$ cat config.mk
export PLATFORM = sky130hd
export DESIGN_NAME = classifier_sched
export DESIGN_NICKNAME = d
export VERILOG_FILES = /design/src/rtl/classifier_pkg.sv /design/src/rtl/pkt_fifo.sv /design/src/rtl/classifier_ctrl.sv /design/src/rtl/classifier_dp.sv /design/src/rtl/classifier_sched.sv
export SDC_FILE = /design/constraint.sdc
export NUM_CORES = 1
export LEC_CHECK = 0
export ABC_CLOCK_PERIOD_IN_PS = 5570
export CORE_ASPECT_RATIO = 1.4
export CORE_MARGIN = 4
export CORE_UTILIZATION = 45
export CTS_CLUSTER_SIZE = 14
export DETAILED_ROUTE_END_ITERATION = 6
export DONT_BUFFER_PORTS = 1
export PLACE_DENSITY = 0.62
export SLEW_MARGIN = 30
export SYNTH_ARGS = -nofsm -noshare
export SYNTH_HDL_FRONTEND = slang
export SYNTH_SLANG_ARGS = --single-unit
$ cat constraint.sdc
create_clock -name clk -period 5.57 [get_ports clk]
set_input_delay 0.8355 -clock clk [delete_from_list [all_inputs] [get_ports clk]]
set_output_delay 0.8355 -clock clk [all_outputs]
set_load 0.005 [all_outputs]
$ cat src/rtl/classifier_pkg.sv
package classifier_pkg;

  typedef enum logic [2:0] {
    ST_HDR, ST_PAY, ST_MATCH, ST_TOPE, ST_SCAN, ST_DISP
  } state_e;

  typedef struct packed {
    logic loadHdr;
    logic loadPay;
    logic latchMatch;
    logic cacheWr;
    logic takeRet;
    logic scanStart;
    logic scanStep;
    logic latchPort;
    logic pushOut;
    logic pushHold;
  } strobe_t;

  typedef struct packed {
    logic camHit;
    logic isVideo;
    logic qosHigh;
    logic cacheFull;
    logic scanHit;
    logic scanLast;
    logic outFull;
    logic holdFull;
  } status_t;

endpackage

$ cat src/rtl/pkt_fifo.sv
module pkt_fifo #(
  parameter int WIDTH = 66,
  parameter int DEPTH = 4,
  localparam int AW = (DEPTH > 1) ? $clog2(DEPTH) : 1,
  localparam int CW = $clog2(DEPTH + 1)
) (
  input  logic             clk,
  input  logic             rstN,
  input  logic             push,
  input  logic [WIDTH-1:0] din,
  input  logic             pop,
  output logic [WIDTH-1:0] dout,
  output logic             empty,
  output logic             full,
  output logic [CW-1:0]    count
);
  logic [WIDTH-1:0] mem [DEPTH];
  logic [AW-1:0] rdPtr, wrPtr;
  logic doPush, doPop;

  assign empty  = (count == '0);
  assign full   = (count == CW'(DEPTH));
  assign doPush = push && !full;
  assign doPop  = pop && !empty;
  assign dout   = mem[rdPtr];

  always_ff @(posedge clk) begin
    if (doPush) mem[wrPtr] <= din;
  end

  always_ff @(posedge clk) begin
    if (!rstN) begin
      rdPtr <= '0;
      wrPtr <= '0;
      count <= '0;
    end else begin
      if (doPush) wrPtr <= (wrPtr == AW'(DEPTH - 1)) ? '0 : wrPtr + 1'b1;
      if (doPop)  rdPtr <= (rdPtr == AW'(DEPTH - 1)) ? '0 : rdPtr + 1'b1;
      count <= count + CW'(doPush) - CW'(doPop);
    end
  end

  AST_FIFO_NO_OVERFLOW: assert property (@(posedge clk) disable iff (!rstN) push |-> !full);
  AST_FIFO_NO_UNDERFLOW: assert property (@(posedge clk) disable iff (!rstN) pop |-> !empty);
endmodule

$ cat src/rtl/classifier_ctrl.sv
module classifier_ctrl
  import classifier_pkg::*;
(
  input  logic    clk,
  input  logic    rstN,
  input  logic    inValid,
  input  logic    peReady,
  input  logic    peRetValid,
  input  status_t status,
  output strobe_t strobe,
  output logic    inReady,
  output logic    peValid,
  output logic    peRetReady
);
  state_e state, nextState;

  always_ff @(posedge clk) begin
    if (!rstN) state <= ST_HDR;
    else       state <= nextState;
  end

  always_comb begin
    strobe     = '0;
    nextState  = state;
    inReady    = 1'b0;
    peValid    = 1'b0;
    peRetReady = 1'b0;
    case (state)
      ST_HDR: begin
        peRetReady = 1'b1;
        inReady    = !status.cacheFull && !peRetValid;
        if (peRetValid) begin
          strobe.takeRet   = 1'b1;
          strobe.scanStart = 1'b1;
          nextState        = ST_SCAN;
        end else if (inValid && inReady) begin
          strobe.loadHdr = 1'b1;
          nextState      = ST_PAY;
        end
      end
      ST_PAY: begin
        inReady = 1'b1;
        if (inValid) begin
          strobe.loadPay = 1'b1;
          nextState      = ST_MATCH;
        end
      end
      ST_MATCH: begin
        strobe.latchMatch = 1'b1;
        if (!status.camHit) nextState = ST_HDR;
        else if (status.isVideo) begin
          strobe.cacheWr = 1'b1;
          nextState      = ST_TOPE;
        end else begin
          strobe.scanStart = 1'b1;
          nextState        = ST_SCAN;
        end
      end
      ST_TOPE: begin
        peValid = 1'b1;
        if (peReady) nextState = ST_HDR;
      end
      ST_SCAN: begin
        if (status.scanHit) begin
          strobe.latchPort = 1'b1;
          nextState        = ST_DISP;
        end else if (status.scanLast) nextState = ST_HDR;
        else strobe.scanStep = 1'b1;
      end
      ST_DISP: begin
        if (status.qosHigh) begin
          if (!status.outFull) begin
            strobe.pushOut = 1'b1;
            nextState      = ST_HDR;
          end
        end else if (!status.holdFull) begin
          strobe.pushHold = 1'b1;
          nextState       = ST_HDR;
        end
      end
      default: nextState = ST_HDR;
    endcase
  end

  AST_PE_HELD: assert property (@(posedge clk) disable iff (!rstN) peValid && !peReady |=> peValid);
  AST_MISS_NO_PE: assert property (@(posedge clk) disable iff (!rstN)
    (state == ST_MATCH) && !status.camHit |=> !peValid);
endmodule

$ cat src/rtl/classifier_dp.sv
module classifier_dp
  import classifier_pkg::*;
#(
  parameter int W           = 32,
  parameter int CAM_DEPTH   = 16,
  parameter int CLS_W       = 2,
  parameter int RAM_DEPTH   = 4,
  parameter int PORT_W      = 2,
  parameter int CACHE_DEPTH = 4,
  parameter int OUT_DEPTH   = 4,
  parameter int HOLD_DEPTH  = 4,
  parameter int VIDEO_BIT   = 16,
  localparam int CAM_AW = $clog2(CAM_DEPTH),
  localparam int RAM_AW = $clog2(RAM_DEPTH),
  localparam int TAG_W  = $clog2(CACHE_DEPTH)
) (
  input  logic              clk,
  input  logic              rstN,
  input  strobe_t           strobe,
  output status_t           status,
  input  logic              camWe,
  input  logic [CAM_AW-1:0] camAddr,
  input  logic              camValid,
  input  logic [W-1:0]      camKey,
  input  logic [CLS_W-1:0]  camCls,
  input  logic              camQos,
  input  logic              ramWe,
  input  logic [RAM_AW-1:0] ramAddr,
  input  logic              ramValid,
  input  logic [CLS_W-1:0]  ramCls,
  input  logic [PORT_W-1:0] ramPort,
  input  logic              qosUpdate,
  input  logic [W-1:0]      inData,
  output logic [W-1:0]      peData,
  output logic [TAG_W-1:0]  peTag,
  input  logic              peRetValid,
  input  logic [W-1:0]      peRetData,
  input  logic [TAG_W-1:0]  peRetTag,
  output logic              outValid,
  output logic [W-1:0]      outData,
  output logic              outSop,
  output logic              outEop,
  output logic [PORT_W-1:0] outPort,
  input  logic              outReady
);
  localparam int PKT_W = PORT_W + 2 * W;
  localparam int HCW   = $clog2(HOLD_DEPTH + 1);
  localparam int OCW   = $clog2(OUT_DEPTH + 1);

  logic [W-1:0] hdrReg, payReg;
  logic [CLS_W-1:0] clsReg;
  logic qosReg;
  logic [PORT_W-1:0] portReg;
  logic [RAM_AW-1:0] scanIdx;
  logic [TAG_W-1:0] curTag, allocIdx;

  // key table: one compare per entry, lowest index wins
  logic [CAM_DEPTH-1:0] camValidQ, camMatch;
  logic [W-1:0] camKeyQ [CAM_DEPTH];
  logic [CLS_W-1:0] camClsQ [CAM_DEPTH];
  logic [CAM_DEPTH-1:0] camQosQ;
  logic [CAM_AW-1:0] matchIdx;

  for (genvar g = 0; g < CAM_DEPTH; g++) begin : g_cam
    always_ff @(posedge clk) begin
      if (!rstN) camValidQ[g] <= 1'b0;
      else if (camWe && camAddr == CAM_AW'(g)) begin
        camValidQ[g] <= camValid;
        camKeyQ[g]   <= camKey;
        camClsQ[g]   <= camCls;
        camQosQ[g]   <= camQos;
      end
    end
    assign camMatch[g] = camValidQ[g] && (camKeyQ[g] == hdrReg);
  end

  always_comb begin
    matchIdx = '0;
    for (int i = CAM_DEPTH - 1; i >= 0; i--) if (camMatch[i]) matchIdx = CAM_AW'(i);
  end

  // port table
  logic [RAM_DEPTH-1:0] ramValidQ;
  logic [CLS_W-1:0] ramClsQ [RAM_DEPTH];
  logic [PORT_W-1:0] ramPortQ [RAM_DEPTH];

  always_ff @(posedge clk) begin
    if (!rstN) ramValidQ <= '0;
    else if (ramWe) begin
      ramValidQ[ramAddr] <= ramValid;
      ramClsQ[ramAddr]   <= ramCls;
      ramPortQ[ramAddr]  <= ramPort;
    end
  end

  // header cache
  logic [CACHE_DEPTH-1:0] cacheValid;
  logic [W-1:0] cacheHdr [CACHE_DEPTH];
  logic [CLS_W-1:0] cacheCls [CACHE_DEPTH];
  logic [CACHE_DEPTH-1:0] cacheQos;

  always_comb begin
    allocIdx = '0;
    for (int i = CACHE_DEPTH - 1; i >= 0; i--) if (!cacheValid[i]) allocIdx = TAG_W'(i);
  end

  always_ff @(posedge clk) begin
    if (!rstN) begin
      cacheValid <= '0;
      curTag     <= '0;
      scanIdx    <= '0;
    end else begin
      if (strobe.cacheWr) begin
        cacheValid[allocIdx] <= 1'b1;
        cacheHdr[allocIdx]   <= hdrReg;
        cacheCls[allocIdx]   <= camClsQ[matchIdx];
        cacheQos[allocIdx]   <= camQosQ[matchIdx];
        curTag               <= allocIdx;
      end
      if (strobe.takeRet) cacheValid[peRetTag] <= 1'b0;
      if (strobe.scanStart) scanIdx <= '0;
      else if (strobe.scanStep) scanIdx <= scanIdx + 1'b1;
    end
  end

  always_ff @(posedge clk) begin
    if (strobe.loadHdr) hdrReg <= inData;
    if (strobe.loadPay) payReg <= inData;
    if (strobe.latchMatch) begin
      clsReg <= camClsQ[matchIdx];
      qosReg <= camQosQ[matchIdx];
    end
    if (strobe.takeRet) begin
      hdrReg <= cacheHdr[peRetTag];
      payReg <= peRetData;
      clsReg <= cacheCls[peRetTag];
      qosReg <= cacheQos[peRetTag];
    end
    if (strobe.latchPort) portReg <= ramPortQ[scanIdx];
  end

  // hold queue, release counter and output FIFO
  logic [PKT_W-1:0] holdDout, outDout, outDin;
  logic holdEmpty, holdFull, outEmpty, outFull, moveHold, outPop, wordSel;
  logic [HCW-1:0] holdCount, releaseCnt;
  logic [OCW-1:0] outCount;

  assign moveHold = (releaseCnt != '0) && !holdEmpty && !outFull && !strobe.pushOut;
  assign outDin   = moveHold ? holdDout : {portReg, hdrReg, payReg};

  pkt_fifo #(.WIDTH(PKT_W), .DEPTH(HOLD_DEPTH)) i_hold (
    .clk, .rstN, .push(strobe.pushHold), .din({portReg, hdrReg, payReg}), .pop(moveHold),
    .dout(holdDout), .empty(holdEmpty), .full(holdFull), .count(holdCount));

  pkt_fifo #(.WIDTH(PKT_W), .DEPTH(OUT_DEPTH)) i_out (
    .clk, .rstN, .push(strobe.pushOut || moveHold), .din(outDin), .pop(outPop),
    .dout(outDout), .empty(outEmpty), .full(outFull), .count(outCount));

  always_ff @(posedge clk) begin
    if (!rstN) begin
      releaseCnt <= '0;
      wordSel    <= 1'b0;
    end else begin
      if (qosUpdate) releaseCnt <= holdCount - HCW'(moveHold);
      else if (moveHold) releaseCnt <= releaseCnt - 1'b1;
      if (outValid && outReady) wordSel <= !wordSel;
    end
  end

  assign outValid = !outEmpty;
  assign outPop   = outValid && outReady && wordSel;
  assign outPort  = outDout[PKT_W-1 -: PORT_W];
  assign outData  = wordSel ? outDout[W-1:0] : outDout[2*W-1:W];
  assign outSop   = !wordSel;
  assign outEop   = wordSel;
  assign peData   = payReg;
  assign peTag    = curTag;

  assign status.camHit    = |camMatch;
  assign status.isVideo   = hdrReg[VIDEO_BIT];
  assign status.qosHigh   = qosReg;
  assign status.cacheFull = &cacheValid;
  assign status.scanHit   = ramValidQ[scanIdx] && (ramClsQ[scanIdx] == clsReg);
  assign status.scanLast  = (scanIdx == RAM_AW'(RAM_DEPTH - 1));
  assign status.outFull   = outFull;
  assign status.holdFull  = holdFull;

  AST_CACHE_WR_FREE: assert property (@(posedge clk) disable iff (!rstN) strobe.cacheWr |-> !(&cacheValid));
  AST_RET_SLOT_LIVE: assert property (@(posedge clk) disable iff (!rstN)
    strobe.takeRet && peRetValid |-> cacheValid[peRetTag]);
  AST_RELEASE_BOUND: assert property (@(posedge clk) disable iff (!rstN) releaseCnt <= holdCount);
  AST_OUT_STABLE: assert property (@(posedge clk) disable iff (!rstN)
    outValid && !outReady |=> outValid && $stable(outData) && $stable(outSop) && $stable(outPort));
endmodule

$ cat src/rtl/classifier_sched.sv
module classifier_sched
  import classifier_pkg::*;
#(
  parameter int W           = 32,
  parameter int CAM_DEPTH   = 16,
  parameter int CLS_W       = 2,
  parameter int RAM_DEPTH   = 4,
  parameter int PORT_W      = 2,
  parameter int CACHE_DEPTH = 4,
  parameter int OUT_DEPTH   = 4,
  parameter int HOLD_DEPTH  = 4,
  parameter int VIDEO_BIT   = 16,
  localparam int CAM_AW = $clog2(CAM_DEPTH),
  localparam int RAM_AW = $clog2(RAM_DEPTH),
  localparam int TAG_W  = $clog2(CACHE_DEPTH)
) (
  input  logic              clk,
  input  logic              rstN,
  input  logic              camWe,
  input  logic [CAM_AW-1:0] camAddr,
  input  logic              camValid,
  input  logic [W-1:0]      camKey,
  input  logic [CLS_W-1:0]  camCls,
  input  logic              camQos,
  input  logic              ramWe,
  input  logic [RAM_AW-1:0] ramAddr,
  input  logic              ramValid,
  input  logic [CLS_W-1:0]  ramCls,
  input  logic [PORT_W-1:0] ramPort,
  input  logic              qosUpdate,
  input  logic              inValid,
  input  logic [W-1:0]      inData,
  output logic              inReady,
  output logic              peValid,
  output logic [W-1:0]      peData,
  output logic [TAG_W-1:0]  peTag,
  input  logic              peReady,
  input  logic              peRetValid,
  input  logic [W-1:0]      peRetData,
  input  logic [TAG_W-1:0]  peRetTag,
  output logic              peRetReady,
  output logic              outValid,
  output logic [W-1:0]      outData,
  output logic              outSop,
  output logic              outEop,
  output logic [PORT_W-1:0] outPort,
  input  logic              outReady
);
  strobe_t strobe;
  status_t status;

  classifier_ctrl i_ctrl (
    .clk, .rstN, .inValid, .peReady, .peRetValid, .status, .strobe,
    .inReady, .peValid, .peRetReady);

  classifier_dp #(
    .W(W), .CAM_DEPTH(CAM_DEPTH), .CLS_W(CLS_W), .RAM_DEPTH(RAM_DEPTH), .PORT_W(PORT_W),
    .CACHE_DEPTH(CACHE_DEPTH), .OUT_DEPTH(OUT_DEPTH), .HOLD_DEPTH(HOLD_DEPTH), .VIDEO_BIT(VIDEO_BIT)
  ) i_dp (
    .clk, .rstN, .strobe, .status, .camWe, .camAddr, .camValid, .camKey, .camCls, .camQos,
    .ramWe, .ramAddr, .ramValid, .ramCls, .ramPort, .qosUpdate, .inData, .peData, .peTag,
    .peRetValid, .peRetData, .peRetTag, .outValid, .outData, .outSop, .outEop, .outPort, .outReady);
endmodule

==> impl_metrics.toml <==
[status]
outcome = "completed"

[drt]
drt_iter0_drc = 3266
post_drt_wl_per_cell_um = 31.20
detail_route.vias_per_cell = 5.896
drt-total-wl_um = 161700
ant_nets = 0
first_pass_iters = 6
drc = 0
num_vias = 30560

[clock_network]
cts_setup_buffers = 0
cts_inserted_buffers = 134
clkTransAtPathRegs_ns = 0.07
clock-sinks = 1368
clk_path_buf_depth = 3
cts.htree.levels = 4
clk-insertion-delay-late_ns = 0.77
cts_tree = "yes"
cts_hold_buf = 0
cts_resized = 0
cts-root-buf = "clkbuf_16"

[power]
total_power_mw = 25.44
cellPowerDensity_mw_per_mm2 = 402.3
ir_drop_uv = 304.0
power.leakage_nw = 20.10

[min_path]
min_path_cells = 0
min_path_type = "input port to flop"
min_to = "i_dp.camKeyQ[1][55]$_DFFE_PP_"
holdCritStartpoint = "camKey[23]"

[worst_setup_path]
end_kind = "flop"
reg2regPathDepth = 11
reg2reg_setup_slack_ns = 0.65
path_class = "flop to flop"
critPathMaxFanout = 35
arrival_ns = 5.35
critPathRequiredTime_ns = 5.99
reg2reg_to = "i_dp.cacheHdr[0][9]$_DFFE_PP_"
cp-start-kind = "flop"
timing.rr.start = "i_dp.hdrReg[5]$_DFFE_PP_"

[synth]
synth-edff-count = 1313
synth_commonest_cells = "edfxtp_1 (1313), nand2_1 (357), xor2_1 (283)"
async_flop_share_pct = 0
yosysWarnings = 0
syn_area_mm2 = 0.05666
synthFlopType = "edfxtp_1"
synth.area.top_cells = "edfxtp_1 (70%), mux4_2 (6.8%), xor2_1 (4.4%), xnor2_1 (3.6%), nand2_1 (2.4%)"
yosysMostFrequentCell = "edfxtp_1"
synthDistinctLibCells = 75
yosysSeqAreaShare_pct = 71.53
synth_top_cell_by_area = "edfxtp_1"
synth_area_per_cell_um2 = 16.78
syn_inst = 3376
synth-seq-cells = 1368
syn_nets = 3519
synth_top_area_share_pct = 69.59

[global_route]
grt_pass1_vias = 30800
grt.total_usage_pct = 24.52
antenna_found_initial = 6
grt_pass1_wl_um = 228400
grt_overflow = 0
grt_max_degree = 72

[floorplanning]
dieHeight_um = 427.9
start_util_pct = 45.47
fp-row-count = 153
core_region_area_mm2 = 0.1246
die_area_mm2 = 0.1317
io_pins = 196
fp.dieW_um = 307.9

[placed_design]
place.gp.congestion = 0.9139
placed_area_mm2 = 0.05901
pre_cts_ws_ns = 0.6017
placed_cells = 4940
dp_hpwl_um = 106200
portBuffers = 0

[finish]
syn2layout_area_growth_pct = 11.62
nNetsFinal = 3593
fin_cells = 5184
design_area_mm2 = 0.06324
drive_gt1_share_pct = 16.29
final_core_util_pct = 50.75
fillers = 10160

[sta]
max_clock_freq_ghz = 0.2031
hold_viol = 0
worst_pin_slew_ns = 1.004
fin_ws_ns = 0.6463
fin_crit_sh_pct = 88.40
slew_viol_final = 0
whs_ns = 0.1638
setup_violations = 0
period_needed_ns = 4.924
setup_tns_ns = 0
clock_skew_ns = 0.02904
relSlewSlack_pct = 33.05
rsz0062_at_grt = "no"

[run]
maxCapViolCount = 0
[cells in the final DEF, fill, tap and decap left out, types with 19 or more instances in the layout]
| master | n |
|---|---|
| nor2_1 | 49 |
| buf_4 | 95 |
| nand2_1 | 356 |
| mux2_2 | 64 |
| clkinv_1 | 34 |
| clkbuf_1 | 27 |
| nand4_1 | 87 |
| inv_1 | 35 |
| nor2b_1 | 25 |
| nor3_1 | 37 |
| clkbuf_16 | 139 |
| mux4_2 | 172 |
| ha_1 | 19 |
| o21ai_0 | 29 |
| nand3_1 | 43 |
| dfxtp_1 | 50 |
| mux2i_1 | 38 |
| nor4_1 | 136 |
| xor2_1 | 283 |
| edfxtp_1 | 1313 |
| xnor2_1 | 234 |
[worst max-delay path, stage by stage (launching register included)]
cell and delay, ns:
edfxtp_1 1.00, buf_4 0.39, xnor2_1 0.19, nand4_1 0.16, nor4_1 0.23, nand2_1 0.09
o41ai_1 0.80, a311oi_1 0.21, a41oi_1 0.65, and3_1 0.32, nor3b_4 0.24, buf_12 0.26
[cells by family after synthesis]
group | synth area share [%]
flip-flops | 71.53
AND/OR/NAND/NOR | 7.857
XOR/XNOR | 7.992
multiplexers | 8.780
buffers and inverters | 1.921
AO/OA/AOI/OAI | 1.413
adder cells (fa/ha/maj) | 0.5079
[power by group]
part | internal [mW] | total (mW) | leakage, nW | switching, mW
combinational | 1.46 | 4.02 | 5.72 | 2.56
sequential | 12.1 | 12.6 | 12.3 | 0.525
clock | 4.95 | 8.82 | 2.05 | 3.86
total | 18.5 | 25.4 | 20.1 | 6.95
[area by class of cell]
| class | instances | area (um^2) | area share (%) |
|---|---|---|---|
| sequential | 1368 | 40550 | 64.11 |
| clock buffer | 170 | 3635 | 5.747 |
| antenna | 2 | 5.005 | 0.007913 |
| tap | 1627 | 2036 | 3.219 |
| multi-input combinational | 1798 | 15200 | 24.04 |
| inverter | 36 | 135.1 | 0.2137 |
| timing repair buffer | 112 | 1109 | 1.753 |
| clock inverter | 71 | 575.6 | 0.9100 |
[metal layers]
layer / up-vias / GRT usage [%] / share of wire [%]
met5: - / 0 / 0
met3: 355 / 4.423 / 6.5
met4: 0 / 10.88 / 4.9
met2: 1273 / 42.25 / 51
li1: 13050 / - / -
met1: 15880 / 30.26 / 38
[sequential cells by signal, summed over array words and instances (netlist names), 8 cells and up, named ones only]
name             cells
i_dp.camClsQ        32
i_dp.ramClsQ         8
i_dp.camKeyQ       512
i_dp.i_out.mem     264
i_dp.peData         32
i_dp.cacheHdr      128
i_dp.ramPortQ        8
i_dp.camQosQ        16
i_dp.hdrReg         32
i_dp.i_hold.mem    264
i_dp.cacheCls        8
i_dp.camValidQ      16
[worst max-delay path by stage]
stage                              start                             to  cells after the start
2_1_floorplan  i_dp.hdrReg[30]$_DFFE_PP_  i_dp.cacheCls[2][0]$_DFFE_PP_                     11
3_3_place_gp    i_dp.hdrReg[5]$_DFFE_PP_  i_dp.cacheHdr[0][9]$_DFFE_PP_                     11
3_5_place_dp    i_dp.hdrReg[5]$_DFFE_PP_  i_dp.cacheHdr[0][7]$_DFFE_PP_                     11
4_1_cts         i_dp.hdrReg[5]$_DFFE_PP_  i_dp.cacheHdr[0][9]$_DFFE_PP_                     11
5_1_grt         i_dp.hdrReg[5]$_DFFE_PP_  i_dp.cacheHdr[0][9]$_DFFE_PP_                     11
6_report        i_dp.hdrReg[5]$_DFFE_PP_  i_dp.cacheHdr[0][9]$_DFFE_PP_                     11
Note: power is estimated with default switching activity, not from simulation.
